===== src/rtl/fb_snoop_pkg.sv =====
package fb_snoop_pkg;
    localparam int BUS_AW = 24;
    localparam int DATA_W = 16;
    localparam int CFG_W  = 3;

    typedef struct packed {
        logic              as_n;
        logic              rw;
        logic              uds_n;
        logic              lds_n;
        logic [BUS_AW-1:1] addr;
        logic [DATA_W-1:0] data;
    } bus_t;

    localparam int   BUS_BITS = $bits(bus_t);
    localparam bus_t BUS_IDLE = '{as_n: 1'b1, rw: 1'b1, uds_n: 1'b1, lds_n: 1'b1,
                                  addr: '0, data: '0};
endpackage


===== src/rtl/fb_bus_sync.sv =====
module fb_bus_sync #(
    parameter int         W      = 1,
    parameter int         STAGES = 2,
    parameter logic [W-1:0] RST  = '0
) (
    input  logic         clk,
    input  logic         rst_n,
    input  logic [W-1:0] d,
    output logic [W-1:0] q
);
    localparam int N = (STAGES < 1) ? 1 : STAGES;

    logic [N-1:0][W-1:0] chain_d, chain_q;

    always_comb begin
        chain_d[0] = d;
        for (int i = 1; i < N; i++) begin
            chain_d[i] = chain_q[i-1];
        end
    end

    always_ff @(posedge clk or negedge rst_n) begin
        if (!rst_n) begin
            for (int i = 0; i < N; i++) chain_q[i] <= RST;
        end else begin
            chain_q <= chain_d;
        end
    end

    assign q = chain_q[N-1];
endmodule


===== src/rtl/fb_cfg_decode.sv =====
module fb_cfg_decode
    import fb_snoop_pkg::*;
(
    input  logic [CFG_W-1:0]  code,
    output logic [BUS_AW-1:0] ram_top,
    output logic              valid
);
    always_comb begin
        valid   = 1'b1;
        ram_top = '0;
        case (code)
            3'd0:    ram_top = 24'h02_0000;
            3'd1:    ram_top = 24'h08_0000;
            3'd2:    ram_top = 24'h10_0000;
            3'd3:    ram_top = 24'h20_0000;
            3'd4:    ram_top = 24'h28_0000;
            3'd5:    ram_top = 24'h40_0000;
            default: valid   = 1'b0;
        endcase
    end
endmodule


===== src/rtl/fb_range_check.sv =====
module fb_range_check
    import fb_snoop_pkg::*;
#(
    parameter int WIN_BYTES = 21888,
    parameter int PRI_BELOW = 'h5900,
    parameter int ALT_BELOW = 'hD900,
    parameter int WA_W      = 14
) (
    input  logic [BUS_AW-1:0] ram_top,
    input  logic [BUS_AW-1:0] byte_addr,
    output logic              hit,
    output logic              page,
    output logic [WA_W-1:0]   word_addr
);
    localparam logic [BUS_AW-1:0] WIN  = BUS_AW'(WIN_BYTES);
    localparam logic [BUS_AW-1:0] PRI  = BUS_AW'(PRI_BELOW);
    localparam logic [BUS_AW-1:0] ALT  = BUS_AW'(ALT_BELOW);

    logic [1:0][BUS_AW-1:0] base;
    logic [1:0][BUS_AW-1:0] offs;
    logic [1:0]             in_win;

    always_comb begin
        base[0] = ram_top - PRI;
        base[1] = ram_top - ALT;
    end

    for (genvar p = 0; p < 2; p++) begin : g_page
        assign offs[p]   = byte_addr - base[p];
        assign in_win[p] = offs[p] < WIN;
    end

    always_comb begin
        hit       = |in_win;
        page      = !in_win[0];
        word_addr = in_win[0] ? offs[0][WA_W:1] : offs[1][WA_W:1];
    end
endmodule


===== src/rtl/fb_snoop.sv =====
module fb_snoop
    import fb_snoop_pkg::*;
#(
    parameter int SYNC_STAGES = 2,
    parameter int WIN_BYTES   = 21888,
    parameter int PRI_BELOW   = 'h5900,
    parameter int ALT_BELOW   = 'hD900,
    localparam int WORDS      = WIN_BYTES / 2,
    localparam int WA_W       = $clog2(WORDS)
) (
    input  logic                 clk,
    input  logic                 rst_n,
    input  logic [CFG_W-1:0]     cfg_ram_sel,
    input  logic                 page_sel,
    input  logic                 bus_as_n,
    input  logic                 bus_rw,
    input  logic                 bus_uds_n,
    input  logic                 bus_lds_n,
    input  logic [BUS_AW-1:1]    bus_addr,
    input  logic [DATA_W-1:0]    bus_data,
    output logic                 cfg_invalid,
    output logic                 disp_page,
    output logic                 wr_valid,
    output logic                 wr_page,
    output logic [WA_W-1:0]      wr_addr,
    output logic [DATA_W-1:0]    wr_data,
    output logic [1:0]           wr_be
);
    typedef struct packed {
        logic [CFG_W-1:0]  cfg;
        logic              cfg_bad;
        logic              disp;
        logic              armed;
        logic              vld;
        logic              pg;
        logic [WA_W-1:0]   wa;
        logic [DATA_W-1:0] dat;
        logic [1:0]        be;
    } state_t;

    state_t st_d, st_q;

    bus_t             bus_raw, bus_s;
    logic [CFG_W-1:0] cfg_s;
    logic             page_s;

    assign bus_raw = '{as_n: bus_as_n, rw: bus_rw, uds_n: bus_uds_n,
                       lds_n: bus_lds_n, addr: bus_addr, data: bus_data};

    fb_bus_sync #(.W(BUS_BITS), .STAGES(SYNC_STAGES), .RST(BUS_IDLE)) u_bus_sync (
        .clk(clk), .rst_n(rst_n), .d(bus_raw), .q(bus_s)
    );

    fb_bus_sync #(.W(CFG_W), .STAGES(SYNC_STAGES), .RST('0)) u_cfg_sync (
        .clk(clk), .rst_n(rst_n), .d(cfg_ram_sel), .q(cfg_s)
    );

    fb_bus_sync #(.W(1), .STAGES(SYNC_STAGES), .RST(1'b0)) u_page_sync (
        .clk(clk), .rst_n(rst_n), .d(page_sel), .q(page_s)
    );

    logic [BUS_AW-1:0] ram_top;
    logic              cfg_ok;
    logic              hit, hit_page;
    logic [WA_W-1:0]   hit_wa;

    fb_cfg_decode u_cfg_decode (
        .code(st_q.cfg), .ram_top(ram_top), .valid(cfg_ok)
    );

    fb_range_check #(
        .WIN_BYTES(WIN_BYTES), .PRI_BELOW(PRI_BELOW),
        .ALT_BELOW(ALT_BELOW), .WA_W(WA_W)
    ) u_range (
        .ram_top(ram_top), .byte_addr({bus_s.addr, 1'b0}),
        .hit(hit), .page(hit_page), .word_addr(hit_wa)
    );

    logic write_now;

    always_comb begin
        st_d      = st_q;
        st_d.cfg  = cfg_s;
        st_d.disp = page_s;
        st_d.cfg_bad = !cfg_ok;
        st_d.vld  = 1'b0;

        // one decision per strobe period: armed while strobe is released
        write_now = st_q.armed && !bus_s.as_n && !bus_s.rw &&
                    (!bus_s.uds_n || !bus_s.lds_n);

        if (bus_s.as_n) begin
            st_d.armed = 1'b1;
        end else if (write_now) begin
            st_d.armed = 1'b0;
        end

        if (write_now && cfg_ok && hit) begin
            st_d.vld = 1'b1;
            st_d.pg  = hit_page;
            st_d.wa  = hit_wa;
            st_d.dat = bus_s.data;
            st_d.be  = {!bus_s.uds_n, !bus_s.lds_n};
        end
    end

    always_ff @(posedge clk or negedge rst_n) begin
        if (!rst_n) begin
            st_q       <= '0;
            st_q.armed <= 1'b1;
        end else begin
            st_q <= st_d;
        end
    end

    assign cfg_invalid = st_q.cfg_bad;
    assign disp_page   = st_q.disp;
    assign wr_valid    = st_q.vld;
    assign wr_page     = st_q.pg;
    assign wr_addr     = st_q.wa;
    assign wr_data     = st_q.dat;
    assign wr_be       = st_q.be;
endmodule


===== config.mk =====
export PLATFORM = sky130hd
export DESIGN_NAME = fb_snoop
export DESIGN_NICKNAME = d
export VERILOG_FILES = /design/src/rtl/fb_snoop_pkg.sv /design/src/rtl/fb_bus_sync.sv /design/src/rtl/fb_cfg_decode.sv /design/src/rtl/fb_range_check.sv /design/src/rtl/fb_snoop.sv
export SDC_FILE = /design/constraint.sdc
export NUM_CORES = 1
export LEC_CHECK = 0
export ABC_AREA = 1
export BUFFER_PORTS_ARGS = -buffer_cell sky130_fd_sc_hd__buf_2
export CORE_MARGIN = 8
export CORE_UTILIZATION = 43
export DETAILED_ROUTE_END_ITERATION = 8
export GPL_ROUTABILITY_DRIVEN = 0
export HOLD_SLACK_MARGIN = 0.08
export SLEW_MARGIN = 20
export SYNTH_ARGS = -nofsm -noshare
export SYNTH_HDL_FRONTEND = slang
export SYNTH_SLANG_ARGS = --single-unit
export TNS_END_PERCENT = 100

===== constraint.sdc =====
create_clock -name clk -period 2.93 [get_ports clk]
set_input_delay 0.586 -clock clk [delete_from_list [all_inputs] [get_ports clk]]
set_output_delay 0.586 -clock clk [all_outputs]
set_load 0.03 [all_outputs]

; After elaboration in Yosys (flattened, before gate mapping)
; Index checks and enable logic that the tools add are counted.
[op_classes]
add_sub_neg = 4
mul = 0
div = 0
n_lt_le_gt_ge = 2
n_eq_ne = 5
shifts = 0
mux = 6
bitwise_logic = 0
reduce_logical = 16
[op_table]
columns = cell, n
row1 = 23-bit one-hot mux with 6 select lines, 1
row2 = 24-bit by 15-bit < comparator with 1-bit output (second input constant), 2
row3 = 24-bit subtractor, 2
row4 = 34-bit 2-to-1 mux, 1
row5 = 23-bit by 15-bit subtractor with 24-bit output (second input constant), 1
row6 = 23-bit by 16-bit subtractor with 24-bit output (second input constant), 1
row7 = 14-bit 2-to-1 mux, 1
row8 = 3-bit by 2-bit == test with 1-bit output (second input constant), 2
row9 = 3-bit == test (second input constant), 2
row10 = 1-bit logical NOT, 6
row11 = 6-bit OR reduction, 1
row12 = 1-bit logical AND, 5
row13 = 3-bit by 1-bit == test with 1-bit output (second input constant), 1
row14 = 3-bit logical NOT, 1
row15 = 1-bit 2-to-1 mux, 3
row16 = 2-bit nonzero test, 1
row17 = 2-bit OR reduction, 1
row18 = 1-bit logical OR, 1
[word_totals]
register_bits = 134
latch_bits = 0
ram_bits = 0
mem_bits_ro = 0
inputBits = 49
out_inout_bits = 36
elab_cells = 48
n_memories = 0

; Depth between registers and ports, before layout
; Gate-level depths: netlist (run 1).
[depth]
depth_word = 8
ltp_mapped = 23
mapped_depth_nobuf = 21

; Hierarchy
; A second synthesis (run 1) with hierarchy kept.
[unflattened]
cells_unflattened = 772
area_unflattened_um2 = 6774.0
[modules_own_cells]
columns = module, n_inst, cells_each, area_each_um2, seq_area_each_um2
row1 = fb_range_check, 1, 448, 2371.0, 0.0
row2 = fb_bus_sync at u_bus_sync, 1, 86, 2162.1, 2162.1
row3 = fb_snoop, 1, 197, 1835.5, 1002.2
row4 = fb_cfg_decode, 1, 33, 205.2, 0.0
row5 = fb_bus_sync at u_cfg_sync, 1, 6, 150.1, 150.1
row6 = fb_bus_sync at u_page_sync, 1, 2, 50.0, 50.0

; Worst setup path after synthesis (run 1)
; No wires, ideal clock.
[synth_timing]
path_kind = flip-flop to flip-flop
start = reg st_q[38] in the netlist's numbering
end = reg st_q, in the netlist wr_addr[5]
arrival_time_ns = 2.693
required_ns = 2.817
path_slack_ns = 0.125
path_stages_with_launch = 22
period_less_slack_ns = 2.805
path_cell_list = dfrtp_1 -> nor3_1 -> a21oi_1 -> ha_1 -> ha_1 -> buf_2 -> nand2_1 -> nor2_1 -> inv_1 -> nor2_1 -> nand3_1 -> nand4_1 -> nand2_1 -> nor2_1 -> nand2_1 -> nor2_2 -> nand3_2 -> nand2_4 -> buf_6 -> nand2_1 -> nand2_1 -> inv_1
[synth_via]
elab_chain_cells = 7
word_cells_on_any_way = 19
cone_classes = add/sub: 4 / order compare: 2 / eq/ne: 5 / mux: 3 / reduce/logical: 5
[synth_rtl]
columns = element, line_no
row1 = from (decl), fb_snoop.sv:41  ; state_t st_d, st_q;
row2 = from (signal assigned), fb_snoop.sv:112  ; st_q <= st_d;
row3 = 3-bit == test (tied with other cells), fb_cfg_decode.sv:11  ; case (code)
row4 = 23-bit one-hot mux with 6 select lines, fb_cfg_decode.sv:11
row5 = 23-bit by 15-bit subtractor with 24-bit output or 23-bit by 16-bit subtractor with 24-bit output (tied branches), "fb_range_check.sv:24, fb_range_check.sv:25"
row6 = 24-bit subtractor, fb_range_check.sv:29  ; assign offs[p] = byte_addr - base[p];
row7 = 24-bit by 15-bit < comparator with 1-bit output, fb_range_check.sv:30  ; assign in_win[p] = offs[p] < WIN;
row8 = 2-bit OR reduction, fb_range_check.sv:34  ; hit = |in_win;
row9 = 1-bit logical AND, fb_snoop.sv:98  ; if (write_now && cfg_ok && hit) begin
; Parallel ways exist; a longest one is shown, timed or not.
; A chain may end at the register's enable or synchronous reset.

; Worst setup path after layout (run 1)
[layout_timing]
start = reg st_q[38] in the netlist's numbering
end = reg st_q, in the netlist wr_addr[3]
; The elaborated chain is that of the path after synthesis.

==> results of run 1 <==
==> through the flow <==
step                util [%]  hold WS (ps)  setup WS, ps
floorplan                  -           290           125
global placement        48.0           332          -115
detailed placement      48.0           335          -307
CTS                     54.8           180         -78.0
global route            55.4           215          -260
finish                  55.4           163         -99.3
==> sequential cells by signal (all words and copies together), names as in the netlist <==
name,cells
disp_page,1
st_q,4
wr_data,16
u_page_sync.q,1
u_page_sync.chain_d,1
wr_page,1
cfg_invalid,1
u_cfg_sync.q,3
wr_valid,1
wr_be,2
u_bus_sync.chain_d,43
u_bus_sync.q,43
u_cfg_sync.chain_d,3
wr_addr,14
==> metal layers <==
layer / wire length [um] / part of all wire, % / up-vias / track usage, %
li1: - / - / 2469 / -
met1: 6670 / 44 / 2350 / 19.7
met2: 7150 / 47 / 155 / 25.5
met3: 817 / 5.4 / 34 / 3.84
met4: 429 / 2.8 / 0 / 9.15
met5: 0 / 0 / - / 0
==> cell families after synthesis <==
family	synth area share (%)
compound gates	2.97
buf+inv	11.0
simple gates	26.1
fa+ha+maj	6.45
xor+xnor	0.958
flops	52.6
==> final cells by class <==
cell class	count	share of cell area (%)
multi-input cells	456	32.8
clock inverters	14	2.01
inverters	105	4.90
repair buffers	117	10.1
flip-flops and latches	134	41.9
well taps	184	2.86
clock buffers	18	5.46
==> where the power goes <==
group	internal (mW)	total [mW]	leakage [nW]	switching, mW
logic	0.290	0.796	2.40	0.506
registers	1.95	2.00	1.63	0.0472
clock network	1.30	2.11	0.296	0.809
==> what timing repair did <==
| action | in CTS | in global routing |
|---|---|---|
| setup endpoints to repair | 34 | 34 |
| cloned | 3 | 1 |
| buffers inserted | 8 | 1 |
| hold buffers | 0 | 0 |
| pin swaps | 23 | 14 |
| resized for setup | 60 | 20 |
==> path summary, 6_finish.rpt <==
path / cells after the start / slack [ps] / end
min in group clk: 1 / 270 / u_bus_sync.chain_d[75]
worst min-delay path: 1 / 160 / u_bus_sync.q[33]
worst max-delay path: 20 / -100 / wr_addr[3]
max in group asynchronous: 2 / 2010 / u_bus_sync.q[41]
worst max register to register: 20 / -100 / wr_addr[3]
worst min register to register: 0 / 340 / u_bus_sync.q[7]
==> cells in the final DEF, fill, tap and decap left out, types with 4 or more instances in the layout <==
master     count
a21oi_1       13
a21oi_2        8
buf_12         5
buf_2         83
buf_4         21
buf_6          5
clkbuf_16     18
dfrtp_1      122
dfstp_2        9
ha_1          25
ha_4           6
inv_1         94
inv_2         11
inv_6          6
nand2_1      205
nand2_2       21
nand3_1       71
nand3_2       12
nand4_1       10
nor2_1        31
nor2_2         8
nor2_4         8
o21ai_0        8
xnor2_1        4
==> worst max-delay path: stages, from the launching register on <==
cell and delay, ps:
dfrtp_2 440, nor3_4 240, a21oi_1 70, ha_1 320, ha_4 320, nand2_4 80
nor2_4 130, inv_2 70, nor2_4 100, nand3_2 90, nand4_1 90, nand2_1 50
nor2_1 80, nand2_1 70, nor2_2 150, nand3_4 210, buf_6 200, nand2_8 80
nand2_2 40, nand2_1 50, inv_1 30
==> results_dict.tcl, run 1 <==
set metrics [dict create \
    worst-setup-path-type "reg2reg" \
    fin_area_um2 8050 \
    yosys.area.top_type "dfrtp_1" \
    dp.cells 983 \
    clock_latency_ps 420 \
    grt_overflow 0 \
    ios 85 \
    cts_tree "built" \
    synth_top_area_share_pct 48.9 \
    hold_class "in2async" \
    layoutNonFillerInstCount 1028 \
    clock_path_buffers 2 \
    drc 0 \
    grt_pass1_wl_um 25000 \
    die_w_um 138 \
    synth-seq-cells 134 \
    finalClockSkew_ps 17.5 \
    drv_cap 0 \
    cp.required_ps 3230 \
    r2r-start "st_q[38]" \
    drive_above_1_share_pct 29.1 \
    end_kind "flop" \
    power_density_nw_per_um2 610 \
    hold_viol_final 0 \
    fillCellCount 1341 \
    netlist_area_um2 6400 \
    yosysWarningCount 0 \
    violations "setup timing" \
    vias 5008 \
    syn_to_final_growth_pct 25.7 \
    critPathLaunchType "flop" \
    fp-row-count 44 \
    viasPerCell 4.87 \
    max_clock_freq_ghz 0.330 \
    cp_max_fo 6 \
    tightest_slew_ps 634 \
    final_nets 913 \
    drt_wl_total_um 15100 \
    synthCells 736 \
    antenna_found_initial 0 \
    power_mw 4.90 \
    cts.sinks 134 \
    cts_root_buf "clkbuf_16" \
    core_um2 14500 \
    grt.total_usage_pct 16.1 \
    yosysMostFrequentCell "nand2_1" \
    period_share_pct 103 \
    final_max_slew_viol_count 0 \
    first_pass_iters 5 \
    synthFlopType "dfrtp_1" \
    yosys-top-cells-area "dfrtp_1 49%, nand2_1 13%, ha_1 6.4%, nand3_1 6.4%, inv_1 5.8%" \
    ant_nets 0 \
    setup.worst_path.start "st_q[38]" \
    ys_async_sr_fraction_pct 100 \
    htreeDepth 4 \
    synth_edf_count 0 \
    ff_latch_area_um2 3370 \
    grt_max_degree 74 \
    die_h_um 138 \
    p_leak_nw 4.33 \
    numCtsBuffers 17 \
    wire_per_inst_um 14.7 \
    clk_pin_slew_worst_paths_ps 60 \
    multiInputGateArea_um2 2640 \
    tns_ps -2410 \
    setup_viol 33 \
    num_antenna_cells 0 \
    ir_worst_vdd_mv 0.599 \
    postPlaceCellArea_um2 6970 \
    max_slew_margin_pct 57.7 \
    die_area_um2 19000 \
    syn_nets 818 \
    period_needed_ps 3030 \
    rsz0062_at_grt "yes" \
    synth.distinct_cells 31 \
    postSynthAreaPerCell_um2 8.70 \
    start_util_pct 44.1 \
    port_buffers 84 \
    dp_hpwl_um 10700 \
    finalWorstSetupSlack_ps -99.3 \
    yosysSeqAreaShare_pct 52.6 \
    drt_iter0_drc 206 \
    grt_pass1_vias 5163 \
    cp.arrival_ps 3330 \
    yosys-top-cells-count "219 x nand2_1, 125 x dfrtp_1, 99 x inv_1" \
    outcome "finished with violations" \
]
(Power assumes the default switching activity.)
==> run 2, diff against run 1 <==
--- a/config.mk
+++ b/config.mk
@@ -12,6 +12,7 @@
 export DETAILED_ROUTE_END_ITERATION = 8
 export GPL_ROUTABILITY_DRIVEN = 0
 export HOLD_SLACK_MARGIN = 0.08
+export SKIP_CTS_REPAIR_TIMING = 1
 export SLEW_MARGIN = 20
 export SYNTH_ARGS = -nofsm -noshare
 export SYNTH_HDL_FRONTEND = slang
==> run 2 against run 1 <==
  * The run still ends with setup timing left
  * Critical path depth is 4 lower
  * Clock skew decreased by 2.4 ps
  * Sequential power barely moved
  * Core utilization decreased by 0.39 points
  * Fmax down 5.1%
  * Highest routed layer unchanged
==> results_dict.tcl, run 2 (synthesis results as in run 1) <==
set metrics [dict create \
    max_clock_freq_ghz 0.313 \
    fp-row-count 44 \
    final_cell_mix "212 x nand2_1, 124 x dfrtp_1, 93 x inv_1" \
    cp.arrival_ps 3490 \
    final_common_cell "nand2_1" \
    fillCellCount 1334 \
    core_um2 14500 \
    cp_slowest_cell "dfrtp_1" \
    num_antenna_cells 0 \
    fin_area_um2 7990 \
    cts.sinks 134 \
    cp.required_ps 3220 \
    grt_max_degree 74 \
    drt_iter0_drc 296 \
    multiInputGateArea_um2 2560 \
    cp_cell_sequence "buf_4 > nor3_4 > a21oi_1 > ha_1 > ha_4 > nand2_4 > nor2_1 > and3_1 > nand3_1 > nand4_1 > nand4_1 > nor2_4 > nand3_4 > clkbuf_16 > nand3_1 > nand2_1" \
    die_area_um2 19000 \
    violations "setup timing" \
    crit_path_max_incr_delay_ps 380 \
    antenna_found_initial 0 \
    setup.worst_path.start "st_q[37]" \
    numCtsBuffers 17 \
    clk_pin_slew_worst_paths_ps 60 \
    r2r.worst_path.cells 16 \
    clock_latency_ps 420 \
    r2r-start "st_q[37]" \
    cp_max_fo 8 \
    drv_cap 0 \
    ff2ff_setup_slack_ps -260 \
    power_density_nw_per_um2 613 \
    setup_viol 34 \
    die_h_um 138 \
    drive_above_1_share_pct 26.7 \
    cts_root_buf "clkbuf_16" \
    first_pass_iters 5 \
    dp_hpwl_um 10700 \
    max_slew_margin_pct 58.1 \
    cts_tree "built" \
    outcome "finished with violations" \
    final_max_slew_viol_count 0 \
    tightest_slew_ps 628 \
    grt_pass1_vias 4913 \
    grt_pass1_wl_um 23200 \
    reg2reg_to "wr_addr[12]" \
    wire_per_inst_um 14.8 \
    viasPerCell 4.90 \
    drt_wl_total_um 15300 \
    start_util_pct 44.1 \
    rsz0062_at_grt "yes" \
    ir_worst_vdd_mv 0.601 \
    grt_overflow 0 \
    p_leak_nw 4.32 \
    ant_nets 0 \
    final_nets 913 \
    syn_to_final_growth_pct 24.8 \
    end_kind "flop" \
    die_w_um 138 \
    vias 5039 \
    port_buffers 84 \
    period_share_pct 109 \
    layoutNonFillerInstCount 1028 \
    dp.cells 983 \
    timing.hold.ws_ps 175 \
    ff_latch_area_um2 3370 \
    hold_class "in2async" \
    grt.total_usage_pct 14.8 \
    htreeDepth 4 \
    clock_path_buffers 2 \
    period_needed_ps 3190 \
    postPlaceCellArea_um2 6970 \
    critPathLaunchType "flop" \
    worst-setup-path-type "reg2reg" \
    drc 0 \
    hold_viol_final 0 \
    finalWorstSetupSlack_ps -263 \
    ios 85 \
    finalClockSkew_ps 15.1 \
]
run 2: changes by cell type in the layout (fill, tap and decap cells not counted), sizes merged:
cell / delta
clkbuf: +4
buf: -4
run 2: worst max path at each step:
stage          slack, ps          end
2_1_floorplan        120   wr_addr[5]
3_3_place_gp        -110   wr_data[5]
3_5_place_dp        -310  wr_addr[12]
4_1_cts             -360  wr_addr[12]
5_1_grt             -410   wr_data[3]
6_report            -260  wr_addr[12]
run 2: final cells by class:
cell class	instances	share of cell area, %
sequential	134	42.1
multi-input combinational	456	32.0
timing repair buffer	117	10.5
clock buffer	18	5.50
inverter	105	4.96
tap	184	2.88
clock inverter	14	2.02
run 2: report_power, final:
part	total [mW]	internal, mW	switching (mW)
sequential	2.00	1.95	0.0457
combinational	0.783	0.284	0.499
clock	2.12	1.30	0.816
total	4.90	3.54	1.36
run 2: metrics by stage:
stage | TNS (ps) | setup WS (ps) | total power, mW | util, %
CTS | -10430 | -358 | 4.87 | 52.1
detailed placement | -8830 | -307 | 2.73 | 48.0
finish | -7520 | -263 | 4.90 | 55.0
global placement | -2740 | -115 | 2.71 | 48.0
global route | -13070 | -415 | 5.13 | 55.0
floorplan | 0 | 125 | 2.50 | -
run 2: routing by layer:
metal / routed length (um) / global-route usage [%] / vias to the layer above
met1: 6880 / 18.5 / 2387
met3: 727 / 3.70 / 37
met4: 397 / 7.89 / 0
li1: - / - / 2461
met2: 7260 / 23.1 / 154
met5: 0 / 0 / -
run 2: worst max-delay path: cells and delay by family, from the launching register on:
kind	cells	cell delay (ps)
AND/OR/NAND/NOR	11	1530
AO/OA/AOI/OAI	1	80
buffers and inverters	2	410
adder cells (fa/ha/maj)	2	660
flip-flops	1	380
